### src/rtl/i3c_trk_pkg.sv
package i3c_trk_pkg;
  localparam int ADDR_W = 7;
  localparam int BYTE_W = 8;

  localparam logic [1:0] EV_START = 2'd0;
  localparam logic [1:0] EV_WRITE = 2'd1;
  localparam logic [1:0] EV_READ  = 2'd2;
  localparam logic [1:0] EV_STOP  = 2'd3;

  localparam logic [ADDR_W-1:0] BCAST_ADDR = 7'h7E;
  localparam logic [BYTE_W-1:0] CODE_DAA   = 8'h07;
  localparam logic [BYTE_W-1:0] IDLE_BYTE  = 8'hFF;

  typedef struct packed {
    logic              brd;
    logic              ccc;
    logic              daa;
    logic [BYTE_W-1:0] code;
  } trk_flags_t;
endpackage

### src/rtl/i3c_trk_flags.sv
module i3c_trk_flags
  import i3c_trk_pkg::*;
(
  input  logic              clk,
  input  logic              rst_n,
  input  logic              ev_valid,
  input  logic [1:0]        ev_kind,
  input  logic              is_bcast,
  input  logic [BYTE_W-1:0] wr_byte,
  output trk_flags_t        flags_q,
  output logic              ccc_now,
  output logic [BYTE_W-1:0] code_now
);
  trk_flags_t flags_d;
  logic       opens_ccc;

  assign opens_ccc = ev_valid && (ev_kind == EV_WRITE) && flags_q.brd && !flags_q.ccc;
  assign ccc_now   = flags_q.ccc | opens_ccc;
  assign code_now  = opens_ccc ? wr_byte : flags_q.code;

  always_comb begin
    flags_d = flags_q;
    if (ev_valid) begin
      case (ev_kind)
        EV_START: begin
          flags_d.brd = is_bcast;
          if (is_bcast && !flags_q.daa) flags_d.ccc = 1'b0;
        end
        EV_WRITE: begin
          if (opens_ccc) begin
            flags_d.ccc  = 1'b1;
            flags_d.code = wr_byte;
            if (wr_byte == CODE_DAA) flags_d.daa = 1'b1;
          end
        end
        EV_STOP: begin
          flags_d.brd = 1'b0;
          flags_d.ccc = 1'b0;
          flags_d.daa = 1'b0;
        end
        default: ;
      endcase
    end
  end

  always_ff @(posedge clk) begin
    if (!rst_n) flags_q <= '0;
    else        flags_q <= flags_d;
  end
endmodule

### src/rtl/i3c_trk_part.sv
module i3c_trk_part
  import i3c_trk_pkg::*;
#(
  parameter int N_TGT = 4
) (
  input  logic                    clk,
  input  logic                    rst_n,
  input  logic                    ev_valid,
  input  logic [1:0]              ev_kind,
  input  logic                    is_bcast,
  input  logic                    in_daa,
  input  logic [N_TGT-1:0]        match,
  input  logic [N_TGT-1:0]        refuse,
  input  logic [N_TGT*BYTE_W-1:0] rdata,
  output logic [N_TGT-1:0]        mask_q,
  output logic [N_TGT-1:0]        mask_join,
  output logic [N_TGT-1:0]        strobe,
  output logic                    refuse_any,
  output logic [BYTE_W-1:0]       first_byte
);
  localparam logic [N_TGT-1:0] ALL_TGT = {N_TGT{1'b1}};

  logic [BYTE_W-1:0] byte_of [N_TGT];

  for (genvar g = 0; g < N_TGT; g++) begin : g_unpack
    assign byte_of[g] = rdata[g*BYTE_W +: BYTE_W];
  end

  always_comb begin
    if (in_daa) mask_join = is_bcast ? match : '0;
    else        mask_join = is_bcast ? ALL_TGT : match;
  end

  always_comb begin
    strobe = '0;
    if (ev_valid) begin
      case (ev_kind)
        EV_START: strobe = mask_join;
        EV_STOP:  strobe = in_daa ? ALL_TGT : mask_q;
        default:  strobe = mask_q;
      endcase
    end
  end

  assign refuse_any = |(refuse & mask_q);

  always_comb begin
    first_byte = IDLE_BYTE;
    for (int i = N_TGT - 1; i >= 0; i--) begin
      if (mask_q[i]) first_byte = byte_of[i];
    end
  end

  always_ff @(posedge clk) begin
    if (!rst_n) begin
      mask_q <= '0;
    end else if (ev_valid) begin
      if (ev_kind == EV_START)     mask_q <= mask_join;
      else if (ev_kind == EV_STOP) mask_q <= '0;
    end
  end
endmodule

### src/rtl/i3c_ccc_tracker.sv
module i3c_ccc_tracker
  import i3c_trk_pkg::*;
#(
  parameter int N_TGT = 4
) (
  input  logic                    clk,
  input  logic                    rst_n,
  input  logic                    evt_valid,
  input  logic [1:0]              evt_kind,
  input  logic [ADDR_W-1:0]       evt_addr,
  input  logic [BYTE_W-1:0]       evt_data,
  output logic [N_TGT-1:0]        tgt_strobe,
  output logic [1:0]              tgt_kind,
  output logic [ADDR_W-1:0]       tgt_addr,
  output logic [BYTE_W-1:0]       tgt_data,
  input  logic [N_TGT-1:0]        tgt_match,
  input  logic [N_TGT-1:0]        tgt_refuse,
  input  logic [N_TGT*BYTE_W-1:0] tgt_rdata,
  output logic                    flag_brd,
  output logic                    flag_ccc,
  output logic                    flag_daa,
  output logic [BYTE_W-1:0]       ccc_code,
  output logic                    bus_busy,
  output logic                    rsp_valid,
  output logic                    rsp_ack,
  output logic [BYTE_W-1:0]       rsp_data
);
  trk_flags_t        flags_q;
  logic              is_bcast;
  logic              ccc_now;
  logic [BYTE_W-1:0] code_now;
  logic [N_TGT-1:0]  mask_q;
  logic [N_TGT-1:0]  mask_join;
  logic              refuse_any;
  logic [BYTE_W-1:0] first_byte;
  logic              ack_c;
  logic [BYTE_W-1:0] data_c;

  assign is_bcast = (evt_addr == BCAST_ADDR);

  i3c_trk_flags u_flags (
    .clk      (clk),
    .rst_n    (rst_n),
    .ev_valid (evt_valid),
    .ev_kind  (evt_kind),
    .is_bcast (is_bcast),
    .wr_byte  (evt_data),
    .flags_q  (flags_q),
    .ccc_now  (ccc_now),
    .code_now (code_now)
  );

  i3c_trk_part #(.N_TGT(N_TGT)) u_part (
    .clk        (clk),
    .rst_n      (rst_n),
    .ev_valid   (evt_valid),
    .ev_kind    (evt_kind),
    .is_bcast   (is_bcast),
    .in_daa     (flags_q.daa),
    .match      (tgt_match),
    .refuse     (tgt_refuse),
    .rdata      (tgt_rdata),
    .mask_q     (mask_q),
    .mask_join  (mask_join),
    .strobe     (tgt_strobe),
    .refuse_any (refuse_any),
    .first_byte (first_byte)
  );

  assign tgt_kind = evt_kind;
  assign tgt_addr = evt_addr;
  assign tgt_data = evt_data;

  always_comb begin
    data_c = IDLE_BYTE;
    case (evt_kind)
      EV_START: ack_c = |mask_join;
      EV_WRITE: ack_c = ccc_now ? !(refuse_any && code_now[BYTE_W-1]) : !refuse_any;
      EV_READ: begin
        ack_c  = |mask_q;
        data_c = first_byte;
      end
      default:  ack_c = 1'b1;
    endcase
  end

  always_ff @(posedge clk) begin
    if (!rst_n) begin
      rsp_valid <= 1'b0;
      rsp_ack   <= 1'b0;
      rsp_data  <= IDLE_BYTE;
    end else begin
      rsp_valid <= evt_valid;
      if (evt_valid) begin
        rsp_ack  <= ack_c;
        rsp_data <= data_c;
      end
    end
  end

  assign flag_brd = flags_q.brd;
  assign flag_ccc = flags_q.ccc;
  assign flag_daa = flags_q.daa;
  assign ccc_code = flags_q.code;
  assign bus_busy = |mask_q;
endmodule

### config.mk
export PLATFORM = sky130hd
export DESIGN_NAME = i3c_ccc_tracker
export DESIGN_NICKNAME = d
export VERILOG_FILES = /design/src/rtl/i3c_trk_pkg.sv /design/src/rtl/i3c_trk_flags.sv /design/src/rtl/i3c_trk_part.sv /design/src/rtl/i3c_ccc_tracker.sv
export SDC_FILE = /design/constraint.sdc
export NUM_CORES = 1
export LEC_CHECK = 0
export ABC_AREA = 1
export BUFFER_PORTS_ARGS = -buffer_cell sky130_fd_sc_hd__buf_2
export CAP_MARGIN = 5
export CORE_MARGIN = 2
export CORE_UTILIZATION = 47
export DETAILED_ROUTE_END_ITERATION = 6
export HOLD_SLACK_MARGIN = 0.1
export PLACE_DENSITY = 0.84
export SYNTH_ARGS = -nofsm -noshare
export SYNTH_HDL_FRONTEND = slang
export SYNTH_SLANG_ARGS = --single-unit
### constraint.sdc
create_clock -name clk -period 2.4 [get_ports clk]
set_input_delay 0.24 -clock clk [delete_from_list [all_inputs] [get_ports clk]]
set_output_delay 0.24 -clock clk [all_outputs]
set_load 0.01 [all_outputs]
==> results.txt <==
Status - completed
Reg2Reg Depth - 9
Final setup TNS - 0 ps
Register area share after synthesis - 29.6%
Distinct cells, synth - 25
Synthesis warning total - 0
Worst-path clk slew - 140 ps
RSZ-0062 raised after global routing - no
Row count - 21
Sink Count - 25
PD cells - 433 nW/µm²
Largest area contributor in the netlist - dfxtp_1
CP Launch Point - u_part.mask_q[1]
Multi-input logic area - 916 µm²
Worst min-delay path startpoint - evt_data[3]
Worst hold path type - in -> reg
Core area - 3390 µm²
Post-CTS Resized - 0
# fillers - 315
Global-route wire length before repair - 6860 µm
Count of final setup violators - 0
1st-iter DRT viols - 143
Diode count - 0
CP Data Required Time - 2160 ps
Hold worst-path end - u_flags.flags_q[3]
GR Overflow Total - 0
Routability cong. - 0.901
Worst-Margin Slew - 606 ps
Met1 GRT Util - 27.1%
Met2 Use GR - 34.6%
Synth top area share - 29.6%
Via density - 4.70
IO Port Bufs - 102
H-tree depth - 1
Rel. slew slack - 59.5%
Achievable Freq - 0.554 GHz
Post-Syn Area - 1690 µm²
CTS tree - yes
TritonRoute pass-1 iters - 4
Final period util - 75.2%
WS Path Type - reg -> out
Commonest non-fill, non-tap cell in the layout - buf_2
Hold depth - 3
Die Height - 64.0 µm
Most frequent cells in the layout - 102 x buf_2, 49 x nand2_1, 47 x nor2_1
Die W - 64.0 µm
Final Hold Fails - 0
Critical Path Fanout Max - 21
Final min period - 1800 ps
Most Crowded Layer GR - met2
Layout cell share with drive strength beyond 1 - 33.8%
Hold-fix buffers, CTS - 0
DRT Wirelength - 4280 µm
Fin Clk Skew - 2.30 ps
Clock latency on the worst-skew pair - 310 ps
CP Capture Type - output pin
R2r setup slk - 920 ps
Initial antenna violation count - 0
Top area cells in the synthesized netlist - dfxtp_1 30%, nand2_1 11%, nor2_1 10%
Total Power - 0.923 mW
Die ar. - 4100 µm²
Final #Nets - 418
Max cap viols - 0
Utilization after layout - 62.9%
CTS Buffer Depth - 2
Antenna Nets Post-Route - 0
Clock root buffer - clkbuf_4
Vias - 1,869
Worst reg2reg path endpoint - rsp_ack
Worst path arrival time - 1560 ps
Residual DRC - 0
Syn-to-layout area delta - 26.0%
Initial Utilization - 49.9%
Post-Synthesis Cells - 270
CP Launch Type - flip-flop
IO Pins - 103
Flops & latches, synth - 25
Worst r2r src - u_part.mask_q[1]
WL per Instance - 10.8 µm
HPWL after DPL - 3370 µm
Total CTS buffers - 3
Vias in the first global route - 1,577
Leak - 1.13 nW
Met3 Use GR - 2.99%
Setup Buffers After CTS - 0
Peak supply drop - 0.340 mV
Max-slew violations - 0
Mean Syn Cell Area - 6.27 µm²
Largest net degree at the start of global routing - 22
Syn_nets - 335
FF+latch area - 500 µm²
Total GRT Usage - 20.3%
logic make-up (layout without fill, tap and decap cells):
family                   after synthesis  after routing  synth area share [%]
AND/OR/NAND/NOR                      123            123                  30.8
AO/OA/AOI/OAI                         63             63                  19.6
buffers and inverters                 54            136                  16.3
flip-flops                            25             25                  29.6
adder cells (fa/ha/maj)                5              5                  3.70
per-stage QoR:
step | hold slack (ps) | setup WS, ps | area [µm²] | std cells
floorplan | 378 | 1100 | 1690 | 270
global route | 176 | 457 | 2130 | 398
detailed placement | 453 | 773 | 2100 | 394
finish | 180 | 596 | 2130 | 398
CTS | 168 | 591 | 2130 | 398
global placement | 447 | 822 | 2100 | 394
routing by layer:
layer | vias up | share of wire (%)
met4 | 0 | 0.47
met5 | - | 0
met1 | 783 | 47
li1 | 1016 | -
met3 | 2 | 7.8
met2 | 68 | 45
power by group:
group	switching (mW)	internal [mW]
logic	0.157	0.119
registers	0.0222	0.435
clock network	0.126	0.0635
sequential cells by signal, summed over array words and instances (netlist names):
signal	flops
u_flags.flags_q	11
rsp_data	8
u_part.mask_q	4
rsp_ack	1
rsp_valid	1
cells in the mapped netlist:
cell	number
o21ai_0	20
nand2_2	1
a21oi_1	28
inv_2	3
clkbuf_1	4
nand4_1	2
nor2_2	2
o211ai_1	2
nor2_4	1
inv_1	24
o21ai_2	1
buf_2	3
o21ai_1	8
o2111ai_1	1
clkinv_1	1
dfxtp_1	25
nand2_4	2
nor2_1	47
nand3_1	18
a31oi_1	3
clkinv_2	1
or2_2	1
ha_1	5
buf_4	18
nand2_1	49
how the worst max path moves through the flow:
stage	end	slack (ps)	cells after the start
2_1_floorplan	tgt_strobe[1]	1100	5
3_3_place_gp	tgt_strobe[1]	820	7
3_5_place_dp	tgt_strobe[1]	770	7
4_1_cts	tgt_strobe[1]	590	3
5_1_grt	tgt_strobe[1]	460	3
6_report	tgt_strobe[1]	600	3
critical path, cell delays in order, from the launching register on:
cell and delay [ps]:
dfxtp_1 730, o21ai_0 190, a31oi_1 180, buf_2 150
final cells by class:
class / instances / area share (%)
Multi-Input combinational cell: 191 / 43.0
Timing Repair Buffer: 103 / 24.3
Sequential cell: 25 / 23.5
Inverter: 29 / 5.16
Tap cell: 46 / 2.70
Clock buffer: 3 / 1.06
Clock inverter: 1 / 0.352
No activity file was read; power rests on OpenSTA's default activity.
